===== src/rtl/prm_store.sv =====
module prm_store #(
    parameter int                           ADDR_W     = 8,
    parameter int                           DATA_W     = 16,
    parameter int                           SEG_WORDS  = 4,
    parameter int                           LOCK_ADDR  = 'h80,
    parameter logic [SEG_WORDS*DATA_W-1:0]  FACTORY_ID = '0
) (
    input  logic              clk,
    input  logic              rst_n,
    input  logic              arm,
    input  logic              capture,
    input  logic              commit,
    input  logic [ADDR_W-1:0] wr_addr,
    input  logic [DATA_W-1:0] wr_data,
    input  logic [ADDR_W-1:0] rd_addr,
    output logic [DATA_W-1:0] ident_word,
    output logic              prot_q
);

    localparam int PR_BASE   = LOCK_ADDR + 1;
    localparam int USER_BASE = PR_BASE + SEG_WORDS;
    localparam int PR_END    = USER_BASE + SEG_WORDS;
    localparam int TOT_WORDS = 2 * SEG_WORDS;

    logic [ADDR_W-1:0]           pend_addr_q;
    logic [DATA_W-1:0]           pend_data_q;
    logic [DATA_W-1:0]           lock_q;
    logic                        lock_used_q;
    logic [SEG_WORDS*DATA_W-1:0] user_flat;
    logic                        is_lock, is_fac, is_user, allow;
    int                          pend_i;

    // pending program operation
    always_ff @(posedge clk or negedge rst_n) begin
        if (!rst_n) begin
            pend_addr_q <= '0;
            pend_data_q <= '1;
        end else if (capture) begin
            pend_addr_q <= wr_addr;
            pend_data_q <= wr_data;
        end
    end

    // permission decode
    always_comb begin
        pend_i  = int'(pend_addr_q);
        is_lock = (pend_i == LOCK_ADDR);
        is_fac  = (pend_i >= PR_BASE) && (pend_i < USER_BASE);
        is_user = (pend_i >= USER_BASE) && (pend_i < PR_END);
        allow   = (is_lock && !lock_used_q) || (is_user && lock_q[0]);
    end

    // lock word, programmable once
    always_ff @(posedge clk or negedge rst_n) begin
        if (!rst_n) begin
            lock_q      <= '1;
            lock_used_q <= 1'b0;
        end else if (commit && allow && is_lock) begin
            lock_q      <= lock_q & pend_data_q;
            lock_used_q <= 1'b1;
        end
    end

    // user words
    for (genvar i = 0; i < SEG_WORDS; i++) begin : g_user
        logic [DATA_W-1:0] word_q;
        logic              hit;
        assign hit = is_user && (pend_i == USER_BASE + i);
        always_ff @(posedge clk or negedge rst_n) begin
            if (!rst_n)                   word_q <= '1;
            else if (commit && allow && hit) word_q <= word_q & pend_data_q;
        end
        assign user_flat[i*DATA_W +: DATA_W] = word_q;
    end

    // protect flag
    always_ff @(posedge clk or negedge rst_n) begin
        if (!rst_n)                prot_q <= 1'b0;
        else if (arm)              prot_q <= 1'b0;
        else if (commit && !allow) prot_q <= 1'b1;
    end

    // identifier-mode read
    always_comb begin
        ident_word = '1;
        if (int'(rd_addr) == LOCK_ADDR) ident_word = lock_q;
        for (int i = 0; i < TOT_WORDS; i++) begin
            if (int'(rd_addr) == PR_BASE + i) begin
                if (i < SEG_WORDS)
                    ident_word = FACTORY_ID[(SEG_WORDS-1-i)*DATA_W +: DATA_W];
                else
                    ident_word = user_flat[(i-SEG_WORDS)*DATA_W +: DATA_W];
            end
        end
    end

    p_factory_denied_r7: assert property (@(posedge clk) disable iff (!rst_n)
        (commit && is_fac) |=> (prot_q && $stable(user_flat) && $stable(lock_q)));

    p_user_frozen_r8: assert property (@(posedge clk) disable iff (!rst_n)
        (commit && !lock_q[0]) |=> $stable(user_flat));

    p_lock_once_r9: assert property (@(posedge clk) disable iff (!rst_n)
        (commit && lock_used_q) |=> $stable(lock_q));

    p_clear_only_r6: assert property (@(posedge clk) disable iff (!rst_n)
        commit |=> (((user_flat & ~$past(user_flat)) == '0) &&
                    ((lock_q & ~$past(lock_q)) == '0)));

    p_prot_cleared_r11: assert property (@(posedge clk) disable iff (!rst_n)
        arm |=> !prot_q);

    p_quiet_store_r6: assert property (@(posedge clk) disable iff (!rst_n)
        !commit |=> ($stable(user_flat) && $stable(lock_q)));

endmodule


===== config.mk =====
export PLATFORM = sky130hd
export DESIGN_NAME = prm_store
export DESIGN_NICKNAME = d
export VERILOG_FILES = /design/src/rtl/prm_store.sv
export SDC_FILE = /design/constraint.sdc
export NUM_CORES = 1
export LEC_CHECK = 0
export ABC_CLOCK_PERIOD_IN_PS = 2200
export CORE_MARGIN = 10
export CORE_UTILIZATION = 44
export DETAILED_ROUTE_END_ITERATION = 16
export DONT_BUFFER_PORTS = 1
export GPL_ROUTABILITY_DRIVEN = 0
export GPL_TIMING_DRIVEN = 1
export PLACE_DENSITY_LB_ADDON = 0.15
export SLEW_MARGIN = 20
export SYNTH_ARGS = -nofsm -noshare
export SYNTH_HDL_FRONTEND = slang
export SYNTH_SLANG_ARGS = --single-unit

===== constraint.sdc =====
create_clock -name clk -period 2.2 [get_ports clk]
set_clock_uncertainty 0.2 [all_clocks]
set_input_delay 0.44 -clock clk [delete_from_list [all_inputs] [get_ports clk]]
set_output_delay 0.44 -clock clk [all_outputs]
set_load 0.1 [all_outputs]

### After elaboration in Yosys (flattened, before gate mapping)

Cells that the tools add are included.
Widths: inputs -> output; s select.

| word-level totals | value |
|---|---|
| register bits | 106 |
| latch bits | 0 |
| memory bits (writable) | 0 |
| memory bits (read-only) | 0 |
| input port bits | 37 |
| logic and storage cells | 59 |
| memories | 0 |

| cells by class | value |
|---|---|
| add/subtract/negate cells | 0 |
| multiply operators | 0 |
| divide/modulo/power cells | 0 |
| magnitude comparators | 2 |
| equal/unequal tests | 14 |
| shifts and indexed selects | 0 |
| multiplexer cells | 11 |
| bitwise gates (word level) | 5 |
| reductions and logical operators | 18 |

Operators by type and width:

| operator | number |
|---|---|
| $mux 16 | 9 |
| $eq 8x8->1 const B | 14 |
| $and 16x16->16 | 5 |
| $logic_and 1x1->1 | 14 |
| $ge 8x8->1 const B | 1 |
| $lt 8x8->1 const B | 1 |
| $logic_not 1->1 | 2 |
| $mux 1 | 2 |
| $reduce_bool 2->1 | 1 |
| $logic_or 1x1->1 | 1 |

### Logic depth before layout (Yosys ltp)

| logic depth | value |
|---|---|
| depth after elaboration | 10 |
| mapped depth | 6 |

### Least setup slack after synthesis

No wires, ideal clock.

| timing | value |
|---|---|
| kind | input port to output port |
| from | in rd_addr[0] |
| to | out ident_word[0] |
| data arrival time | 3021 ps |
| data required time | 1560 ps |
| slack | -1461 ps |
| cell stages on the path | 6 |
| path through | clkbuf_1 > nor3_2 > clkbuf_1 > o2bb2ai_1 > a31oi_1 > a32oi_1 |

| on the way | value |
|---|---|
| cells in the longest elaborated chain, start to end | 10 |

RTL lines:

| element | line | text |
|---|---|---|
| from (decl) | 15 | `input logic [ADDR_W-1:0] rd_addr,` |
| $eq 8x8->1 | 86 | `if (int'(rd_addr) == LOCK_ADDR) ident_word = lock_q;` |
| $mux 16 | 86 |  |
| $mux 16 (7 in series) | 88 | `if (int'(rd_addr) == PR_BASE + i) begin` |
| $mux 16 (*) | 88 |  |
| to (decl) | 16 | `output logic [DATA_W-1:0] ident_word,` |

Mark *: on every way between the ends. The rest lies on a longest branch, timed or not.

### Worst setup path after layout

| timing | value |
|---|---|
| from | in rd_addr[5] |
| to | out ident_word[9] |

The elaborated chain is that of the path after synthesis.

==> results.yml <==
clock_network:
  clock-root-buffer: "clkbuf_8"
  h-tree-depth: 3
  cts_tree: "yes"
  clk_pin_slew_ns: 0.10
  cts_sinks: 106
  cts_made_buffers: 9
  holdBufCountCts: 1
  cts_buffer_depth: 2
  clk_latency_ns: 0.35
logic_synthesis:
  postSynthRegisterBits: 106
  synth_top_area_share_pct: 55.32
  yosysWarnings: 0
  synthArstFlopShare_pct: 100.0
  synthCells: 360
  synth-edff-count: 0
  synth_flop_cell: "dfstp_2"
  syn_area_sq_um: 4559
  synth_nets: 397
  synth_area_leaders: "dfstp_2, o21a_1, mux2_2, dfrtp_1, mux2i_1"
  synth_cell_types: 31
  yosysMostFrequentCell: "dfstp_2"
  post_synth.cell_area_avg_sq_um: 12.66
  yosys.area.top_type: "dfstp_2"
  yosysSeqAreaShare_pct: 60.81
  synth_common_cells: "dfstp_2, o21a_1, nor2_1"
sta:
  final-setup-viol-count: 16
  slew_headroom_pct: 64.12
  hold_viol_final: 106
  fin_crit_sh_pct: 107.7
  finalMaxSlewViolations: 0
  max_freq_ghz: 0.4220
  worstMarginPinSlew_ns: 0.5307
  fin_ws_ns: -0.1699
  whs_ns: -0.4126
  grt_setup_unrepaired: "true"
  timing.final.crit_period_ns: 2.370
place:
  dp_hpwl_um: 6946
  placed_cells: 512
  io_buffer_count: 0
  place_ws_ns: -0.1917
status:
  violations: "hold timing, setup timing"
  status: "complete, but fails checks"
die:
  core_area_sq_um: 10230
  start_util_pct: 44.56
  fp.dieW_um: 121.8
  dieArea_sq_um: 14830
  die_y_um: 121.8
  num_rows: 37
  ios: 54
cells_and_area:
  nNetsFinal: 425
  antennaDiodeCount: 0
  syn2layout_area_growth_pct: 25.66
  drive_above_1_share_pct: 51.40
  finalNonFillerCells: 529
  n_fill_cell: 861
worst_setup_path:
  arrival_ns: 1.73
  start_kind: "input port"
  crit_required_ns: 1.56
  crit_path_end_kind: "primary output"
  crit_fanout: 6
  worst-setup-path-type: "input port to primary output"
global_route:
  grt_pass1_wl_um: 17190
  grt_pass1_vias: 3193
  antenna_found_initial: 0
  grt_max_degree: 107
  track_usage_pct: 14.57
  grt-ovfl-total: 0
detailed_routing:
  initialDrtViolationCount: 111
  post_drt_wl_per_cell_um: 19.48
  num_vias: 2964
  viasPerCell: 5.603
  drc: 0
  routed_wl_um: 10310
  drtAntennaViolNets: 0
  drt-pass1-iter-count: 5
power:
  powerDensity_nw_per_um2: 654.4
  cellLeakagePower_nw: 2.208
  ir_drop_mv: 0.3658
flow_run:
  max_cap_violations: 0
hold_path:
  min_path_type: "input port to asynchronous set/reset pin"
placed cells by master (no fill, tap or decap), types with 2 or more instances in the layout:
master	n
dfstp_2	96
clkinv_4	2
mux2i_1	16
nor2b_1	2
a211oi_1	2
buf_6	3
or4b_4	2
buf_4	19
nor4b_1	2
a32oi_4	15
dfrtp_1	10
o21a_1	63
o2bb2ai_1	14
inv_1	19
nand4_1	2
nand2_1	2
bufinv_16	2
nor2_1	36
buf_12	17
inv_6	2
mux2_2	24
nand3b_2	2
clkbuf_8	10
a31oi_1	14
routing by layer:
| layer | track usage (%) | wire length (um) | up-vias |
|---|---|---|---|
| met5 | 0 | 0 | - |
| met4 | 4.396 | 75 | 0 |
| met1 | 18.63 | 4643 | 1537 |
| met3 | 3.700 | 503 | 7 |
| li1 | - | - | 1369 |
| met2 | 23.79 | 5083 | 51 |
cells by family (layout without fill, tap and decap cells):
group	after synthesis	count (layout)	share of synthesized area, %
muxes	40	40	9.440
buffers and inverters	42	75	3.622
AOI/OAI and AO/OA	116	116	19.54
and+or+nand+nor	56	56	6.586
DFF	106	106	60.81
power breakdown:
group / switching [mW] / internal, mW / total (mW)
logic: 0.141 / 0.117 / 0.258
clock network: 0.654 / 0.685 / 1.34
registers: 0.0765 / 2.08 / 2.15
total: 0.872 / 2.88 / 3.75
critical path, stage by stage:
cell     delay (ns)
or4b_4         0.56
nor2b_4        0.21
buf_6          0.20
a32oi_4        0.13
buf_12         0.18
final cells by class:
cell class	count	area, sq um	area share (%)
tap	136	170.2	2.970
clock buffer	10	137.6	2.402
multi-input combinational	212	1956	34.13
timing repair buffer	40	526.8	9.194
clock inverter	6	95.09	1.660
sequential	106	2773	48.39
inverter	19	71.32	1.245
worst paths after layout:
kind | startpoint | to | slack (ns) | cells past startpoint
setup / recovery | rd_addr[5] | ident_word[9] | -0.17 | 5
hold / removal | rst_n | pend_addr_q[0] | -0.41 | 0
setup reg to reg | pend_addr_q[5] | g_user[1].word_q[11] | 0.20 | 5
hold reg to reg | lock_q[7] | lock_q[7] | 0.26 | 1
max in group asynchronous | rst_n | pend_data_q[13] | 2.00 | 0
min in group clk | wr_data[4] | pend_data_q[4] | 0.03 | 1
flip-flops by register name, summed over array words and instances, names as in the netlist:
signal,count
pend_data_q,16
prot_q,1
lock_q,16
pend_addr_q,8
g_user.word_q,64
lock_used_q,1
timing repair:
| action | 4_1_cts | 5_1_grt |
|---|---|---|
| endpoints found under the hold margin | 107 | 106 |
| setup buffers | 0 | 0 |
| pin swaps | 1 | 0 |
| setup endpoints to repair | 16 | 16 |
| resized for setup | 3 | 0 |
metrics by stage:
step / total power [mW] / setup TNS, ns / util (%) / area [sq um]
2_1_floorplan: 2.394 / -4.817 / - / 4957
3_5_place_dp: 2.443 / -2.876 / 53.52 / 5475
5_1_grt: 3.918 / -3.102 / 56.00 / 5729
4_1_cts: 3.807 / -2.666 / 56.00 / 5729
3_3_place_gp: 2.432 / -2.690 / 53.52 / 5475
6_report: 3.749 / -2.543 / 56.00 / 5729
Power figures use the tool's default switching activity.
